### src/rtl/sdchop_pkg.sv
package sdchop_pkg;
  // the decimation ratio is the rate word times 2**DEC_MUL_LOG2
  localparam int DEC_MUL_LOG2 = 3;
  localparam int DEF_SF_W     = 8;
  localparam int DEF_N_STAGE  = 3;
  localparam int DEF_OUT_W    = 24;
  localparam int DEF_SF_MIN   = 13;
  localparam int DEF_SF_RST   = 69;

  // worst case gain (2**mul_log2 * (2**sf_w - 1))**n_stage plus a sign bit
  function automatic int acc_width(input int sf_w, input int n_stage);
    return n_stage * (DEC_MUL_LOG2 + sf_w) + 1;
  endfunction
endpackage

### src/rtl/sdchop_integ.sv
module sdchop_integ #(
  parameter int ACC_W   = 34,
  parameter int N_STAGE = 3
) (
  input  logic                    clk,
  input  logic                    rst_n,
  input  logic                    clr,
  input  logic                    tick,
  input  logic                    x_pos,
  output logic signed [ACC_W-1:0] int_next
);
  logic signed [ACC_W-1:0] acc_q [N_STAGE];
  logic signed [ACC_W-1:0] sum   [N_STAGE+1];

  // +1 for a one, -1 for a zero
  assign sum[0] = x_pos ? {{(ACC_W-1){1'b0}}, 1'b1} : {ACC_W{1'b1}};

  for (genvar g = 0; g < N_STAGE; g++) begin : g_stage
    assign sum[g+1] = acc_q[g] + sum[g];
    always_ff @(posedge clk or negedge rst_n) begin
      if (!rst_n)     acc_q[g] <= '0;
      else if (clr)   acc_q[g] <= '0;
      else if (tick)  acc_q[g] <= sum[g+1];
    end
  end

  assign int_next = sum[N_STAGE];
endmodule

### src/rtl/sdchop_comb.sv
module sdchop_comb #(
  parameter int ACC_W   = 34,
  parameter int N_STAGE = 3
) (
  input  logic                    clk,
  input  logic                    rst_n,
  input  logic                    clr,
  input  logic                    stb,
  input  logic signed [ACC_W-1:0] din,
  output logic signed [ACC_W-1:0] dout
);
  logic signed [ACC_W-1:0] dly_q [N_STAGE];
  logic signed [ACC_W-1:0] diff  [N_STAGE+1];

  assign diff[0] = din;

  for (genvar g = 0; g < N_STAGE; g++) begin : g_stage
    assign diff[g+1] = diff[g] - dly_q[g];
    always_ff @(posedge clk or negedge rst_n) begin
      if (!rst_n)    dly_q[g] <= '0;
      else if (clr)  dly_q[g] <= '0;
      else if (stb)  dly_q[g] <= diff[g];
    end
  end

  assign dout = diff[N_STAGE];
endmodule

### src/rtl/sdchop_seq.sv
module sdchop_seq #(
  parameter int SF_W     = 8,
  parameter int MUL_LOG2 = 3,
  parameter int N_PH     = 3
) (
  input  logic            clk,
  input  logic            rst_n,
  input  logic            clr,
  input  logic            tick,
  input  logic [SF_W-1:0] sf,
  output logic            dec_stb,
  output logic            conv_end,
  output logic            chop
);
  localparam int CNT_W = SF_W + MUL_LOG2;
  localparam int PH_W  = (N_PH > 1) ? $clog2(N_PH) : 1;

  logic [CNT_W-1:0] cnt_q;
  logic [PH_W-1:0]  ph_q;
  logic [CNT_W-1:0] cnt_last;

  assign cnt_last = {sf, {MUL_LOG2{1'b0}}} - CNT_W'(1);
  assign dec_stb  = tick && (cnt_q == cnt_last);
  assign conv_end = dec_stb && (ph_q == PH_W'(N_PH - 1));

  always_ff @(posedge clk or negedge rst_n) begin
    if (!rst_n) begin
      cnt_q <= '0;
      ph_q  <= '0;
    end else if (clr) begin
      cnt_q <= '0;
      ph_q  <= '0;
    end else if (tick) begin
      if (cnt_q == cnt_last) begin
        cnt_q <= '0;
        ph_q  <= (ph_q == PH_W'(N_PH - 1)) ? '0 : ph_q + PH_W'(1);
      end else begin
        cnt_q <= cnt_q + CNT_W'(1);
      end
    end
  end

  // chop state is not touched by a rate write; it only follows conversions
  always_ff @(posedge clk or negedge rst_n) begin
    if (!rst_n)        chop <= 1'b0;
    else if (conv_end) chop <= ~chop;
  end
endmodule

### src/rtl/sdchop_sinc3_dec.sv
module sdchop_sinc3_dec
  import sdchop_pkg::*;
#(
  parameter int SF_W    = DEF_SF_W,
  parameter int N_STAGE = DEF_N_STAGE,
  parameter int OUT_W   = DEF_OUT_W,
  parameter int SF_MIN  = DEF_SF_MIN,
  parameter int SF_RST  = DEF_SF_RST
) (
  input  logic                    clk,
  input  logic                    rst_n,
  input  logic                    mod_en,
  input  logic                    mod_bit,
  input  logic                    rate_wr,
  input  logic [SF_W-1:0]         rate_wdata,
  output logic                    chop_out,
  output logic signed [OUT_W-1:0] res_data,
  output logic                    res_valid,
  output logic                    settled
);
  localparam int ACC_W = acc_width(SF_W, N_STAGE);
  localparam int SUM_W = ACC_W + 1;

  logic [SF_W-1:0]         sf_q;
  logic                    tick, clr;
  logic                    dec_stb, conv_end;
  logic signed [ACC_W-1:0] int_out, comb_out, prev_q;
  logic                    hist_q;
  logic signed [SUM_W-1:0] pair_sum;

  assign clr  = rate_wr;
  assign tick = mod_en && !rate_wr;

  always_ff @(posedge clk or negedge rst_n) begin
    if (!rst_n) sf_q <= SF_W'(SF_RST);
    else if (rate_wr)
      sf_q <= (rate_wdata < SF_W'(SF_MIN)) ? SF_W'(SF_MIN) : rate_wdata;
  end

  sdchop_seq #(.SF_W(SF_W), .MUL_LOG2(DEC_MUL_LOG2), .N_PH(N_STAGE)) u_seq (
    .clk(clk), .rst_n(rst_n), .clr(clr), .tick(tick), .sf(sf_q),
    .dec_stb(dec_stb), .conv_end(conv_end), .chop(chop_out)
  );

  sdchop_integ #(.ACC_W(ACC_W), .N_STAGE(N_STAGE)) u_integ (
    .clk(clk), .rst_n(rst_n), .clr(clr), .tick(tick),
    .x_pos(mod_bit ^ chop_out), .int_next(int_out)
  );

  sdchop_comb #(.ACC_W(ACC_W), .N_STAGE(N_STAGE)) u_comb (
    .clk(clk), .rst_n(rst_n), .clr(clr), .stb(dec_stb),
    .din(int_out), .dout(comb_out)
  );

  // mean of this conversion and the previous one, floor via dropped low bits
  assign pair_sum = $signed({comb_out[ACC_W-1], comb_out}) + $signed({prev_q[ACC_W-1], prev_q});

  always_ff @(posedge clk or negedge rst_n) begin
    if (!rst_n) begin
      prev_q    <= '0;
      hist_q    <= 1'b0;
      res_data  <= '0;
      res_valid <= 1'b0;
      settled   <= 1'b0;
    end else if (clr) begin
      prev_q    <= '0;
      hist_q    <= 1'b0;
      res_valid <= 1'b0;
      settled   <= 1'b0;
    end else begin
      res_valid <= 1'b0;
      if (conv_end) begin
        prev_q    <= comb_out;
        hist_q    <= 1'b1;
        res_data  <= pair_sum[SUM_W-1 -: OUT_W];
        res_valid <= hist_q;
        settled   <= settled | hist_q;
      end
    end
  end
endmodule

### config.mk
export PLATFORM = sky130hd
export DESIGN_NAME = sdchop_sinc3_dec
export DESIGN_NICKNAME = d
export VERILOG_FILES = /design/src/rtl/sdchop_pkg.sv /design/src/rtl/sdchop_integ.sv /design/src/rtl/sdchop_comb.sv /design/src/rtl/sdchop_seq.sv /design/src/rtl/sdchop_sinc3_dec.sv
export SDC_FILE = /design/constraint.sdc
export NUM_CORES = 1
export LEC_CHECK = 0
export ABC_AREA = 1
export BUFFER_PORTS_ARGS = -buffer_cell sky130_fd_sc_hd__buf_2
export CORE_MARGIN = 5
export CORE_UTILIZATION = 63
export CTS_CLUSTER_SIZE = 24
export DETAILED_ROUTE_END_ITERATION = 16
export PLACE_DENSITY_LB_ADDON = 0.25
export SLEW_MARGIN = 20
export SYNTH_ARGS = -nofsm -noshare
export SYNTH_HDL_FRONTEND = slang
export SYNTH_SLANG_ARGS = --single-unit
### constraint.sdc
create_clock -name clk -period 12.7 [get_ports clk]
set_input_delay 0.635 -clock clk [delete_from_list [all_inputs] [get_ports clk]]
set_output_delay 0.635 -clock clk [all_outputs]
set_load 0.05 [all_outputs]
==> qor.txt <==
final setup fails = 0
Tmin final = 11.84 ns
post-CTS setup buffers = 0
crit path capture type = register
Fillers = 2,924
H-tree depth = 2
Worst Path Max Fanout = 8
initial antenna violation count = 0
Async SR Flop Fraction = 1.00
critical path startpoint category = register
synth unique cells = 64
DR WL/cell = 16.6 um
total routed wirelength = 56,800 um
Synth Instances = 2,918
slowest stage delay, CP = 0.43 ns
CTS Hold Bufs = 0
M1 GR Usage = 0.417
vias per std cell = 5.86
largest net degree at the start of global routing = 100
Worst Skew = 0.0194 ns
FF-to-FF Start = u_seq.chop$_DFFE_PN0P_
post-DP HPWL = 42,500 um
final hold vios = 0
WP data required = 13.16 ns
GRT met3 Usage = 0.0548
Cell Rows = 68
synthesized area per cell = 7.62 um2
vias in the first global route = 19,300
Cell Area, Synth = 22,200 um2
Placer Congestion = 0.933
Worst-Skew Late Latency = 0.55 ns
Area Growth Syn to Fin = 8.51%
Yosys reg bits = 287
outcome = finished clean
antenna cells = 0
post-synthesis sequential area ratio = 0.323
Max Slew Vio Count = 0
TritonRoute pass-1 iters = 6
TritonCTS clock tree = built
Top FF cell, synth = dfrtp_1
Slew HR = 0.332
Synth Warn # = 0
global-route usage over all layers = 0.289
Core ar. = 34,700 um2
post-synth net total = 3,143
Total Die Area = 39,200 um2
Peak Freq = 0.0845 GHz
GRT busiest layer = met2
IO Count = 40
die width = 198 um
first-pass GRT wire length = 94,300 um
DRC Markers = 0
number of synthesized flops with an enable pin = 0
Worst Max-Slew Pin Slew = 0.996 ns
port bufs = 39
Die H = 198 um
Final nets = 3,170
Root Buffer = clkbuf_16
grt total ovfl = 0
max cap viols = 0
Final ANT Viol Nets = 0
Starting Density = 0.641
worst-case clock buffer depth = 3
Worst-path clk slew = 0.06 ns
hold crit path type = primary input to async pin
Sink Count = 287
crit path kind = register to register
unrepaired setup endpoints after global routing = false
Period Utilization, post-route = 0.932
Global Route met2 Usage = 0.444
CP max stage cell = dfrtp_1
Critical Path AT = 12.30 ns
share of cells above drive strength 1 = 0.0714
cts repair resizes = 0
vias = 20,100
CP most frequent cell = nand2_1
setup TNS = 0 ns
drt initial violations = 1,517
CP startpoint = u_seq.chop$_DFFE_PN0P_
CTS Buf Count = 37
through the flow:
step / setup slack, ns / util / cells / hold slack [ns] / area, um2
final: 0.864 / 0.696 / 3424 / 0.130 / 24100
after CTS: 0.682 / 0.695 / 3424 / 0.161 / 24100
after floorplan: 2.88 / - / 2918 / 0.339 / 22200
after global routing: 0.00991 / 0.696 / 3424 / 0.203 / 24100
after global placement: 0.575 / 0.658 / 3361 / 0.458 / 22900
after detailed placement: 0.528 / 0.658 / 3361 / 0.470 / 22900
cells in the mapped netlist, drive strengths merged (28+ instances only):
| cell type | instances | share of area |
|---|---|---|
| a21oi | 240 | 0.055 |
| a22o | 55 | 0.022 |
| a31oi | 28 | 0.0079 |
| clkbuf | 51 | 0.0086 |
| dfrtp | 284 | 0.32 |
| ha | 207 | 0.12 |
| inv | 359 | 0.061 |
| nand2 | 671 | 0.12 |
| nand3 | 113 | 0.027 |
| nor2 | 159 | 0.028 |
| o21ai | 308 | 0.070 |
| xnor2 | 70 | 0.028 |
| xor2 | 147 | 0.058 |
path summary, 6_finish.rpt:
check / cells past startpoint / to / slack [ns]
worst max-delay path: 63 / res_data[23]$_DFFE_PN0P_ / 0.86
worst min-delay path: 1 / res_data[21]$_DFFE_PN0P_ / 0.13
worst max register to register: 63 / res_data[23]$_DFFE_PN0P_ / 0.86
worst min register to register: 2 / res_data[13]$_DFFE_PN0P_ / 0.48
max in group asynchronous: 2 / prev_q[22]$_DFFE_PN0P_ / 11.17
min in group clk: 3 / sf_q[4]$_DFFE_PN0P_ / 0.31
per-layer routing:
layer,vias up,wire (um)
li1,9915,-
met1,9490,26700
met2,566,24900
met3,85,3870
met4,0,1280
met5,-,0
logic make-up after synthesis:
family          synth area share
simple gates               0.198
compound gates             0.197
buf+inv                   0.0748
flops                      0.323
xor+xnor                  0.0858
fa+ha+maj                  0.121
sequential cells by signal (all words and copies together), names as in the netlist, 2 cells and up:
register       cells
u_seq.ph_q         2
res_data          24
u_seq.cnt_q       11
u_integ.acc_q    102
u_comb.dly_q     102
sf_q               8
prev_q            34
worst max-delay path: cells and delay by family (launching register included):
kind	cells	cell delay, ns
simple gates	30	3.65
compound gates	16	3.88
xor+xnor	5	1.11
flops	1	0.43
buf+inv	5	0.35
fa+ha+maj	7	2.28
cell usage in the layout, fill, tap and decap left out, types with 8 or more instances in the layout:
cell,instances
buf_2,38
inv_1,345
o21ai_1,9
o22ai_1,25
nor2_1,149
a22o_1,55
nand2_4,18
o211ai_1,13
nand3_1,105
inv_2,14
a31oi_1,28
nand2_1,627
o21bai_1,8
nor3_1,24
dfrtp_1,284
nand3_2,8
xor2_1,146
xnor2_1,70
ha_1,207
nor4_1,11
clkbuf_8,8
nand4_1,20
nand2_2,26
a21o_1,15
clkbuf_16,39
o21ai_0,295
a21oi_1,236
buf_4,12
cell type report:
| class | instances | area, um2 | share of cell area |
|---|---|---|---|
| Multi-Input combinational cell | 2203 | 13400 | 0.556 |
| Sequential cell | 287 | 7190 | 0.298 |
| Inverter | 363 | 1360 | 0.0565 |
| Clock buffer | 50 | 1100 | 0.0454 |
| Tap cell | 455 | 569 | 0.0236 |
| Timing Repair Buffer | 53 | 322 | 0.0133 |
| Clock inverter | 13 | 178 | 0.00736 |
Power is not shown: default switching activity piles up to over one toggle a cycle in this logic, so the estimate is an artifact.
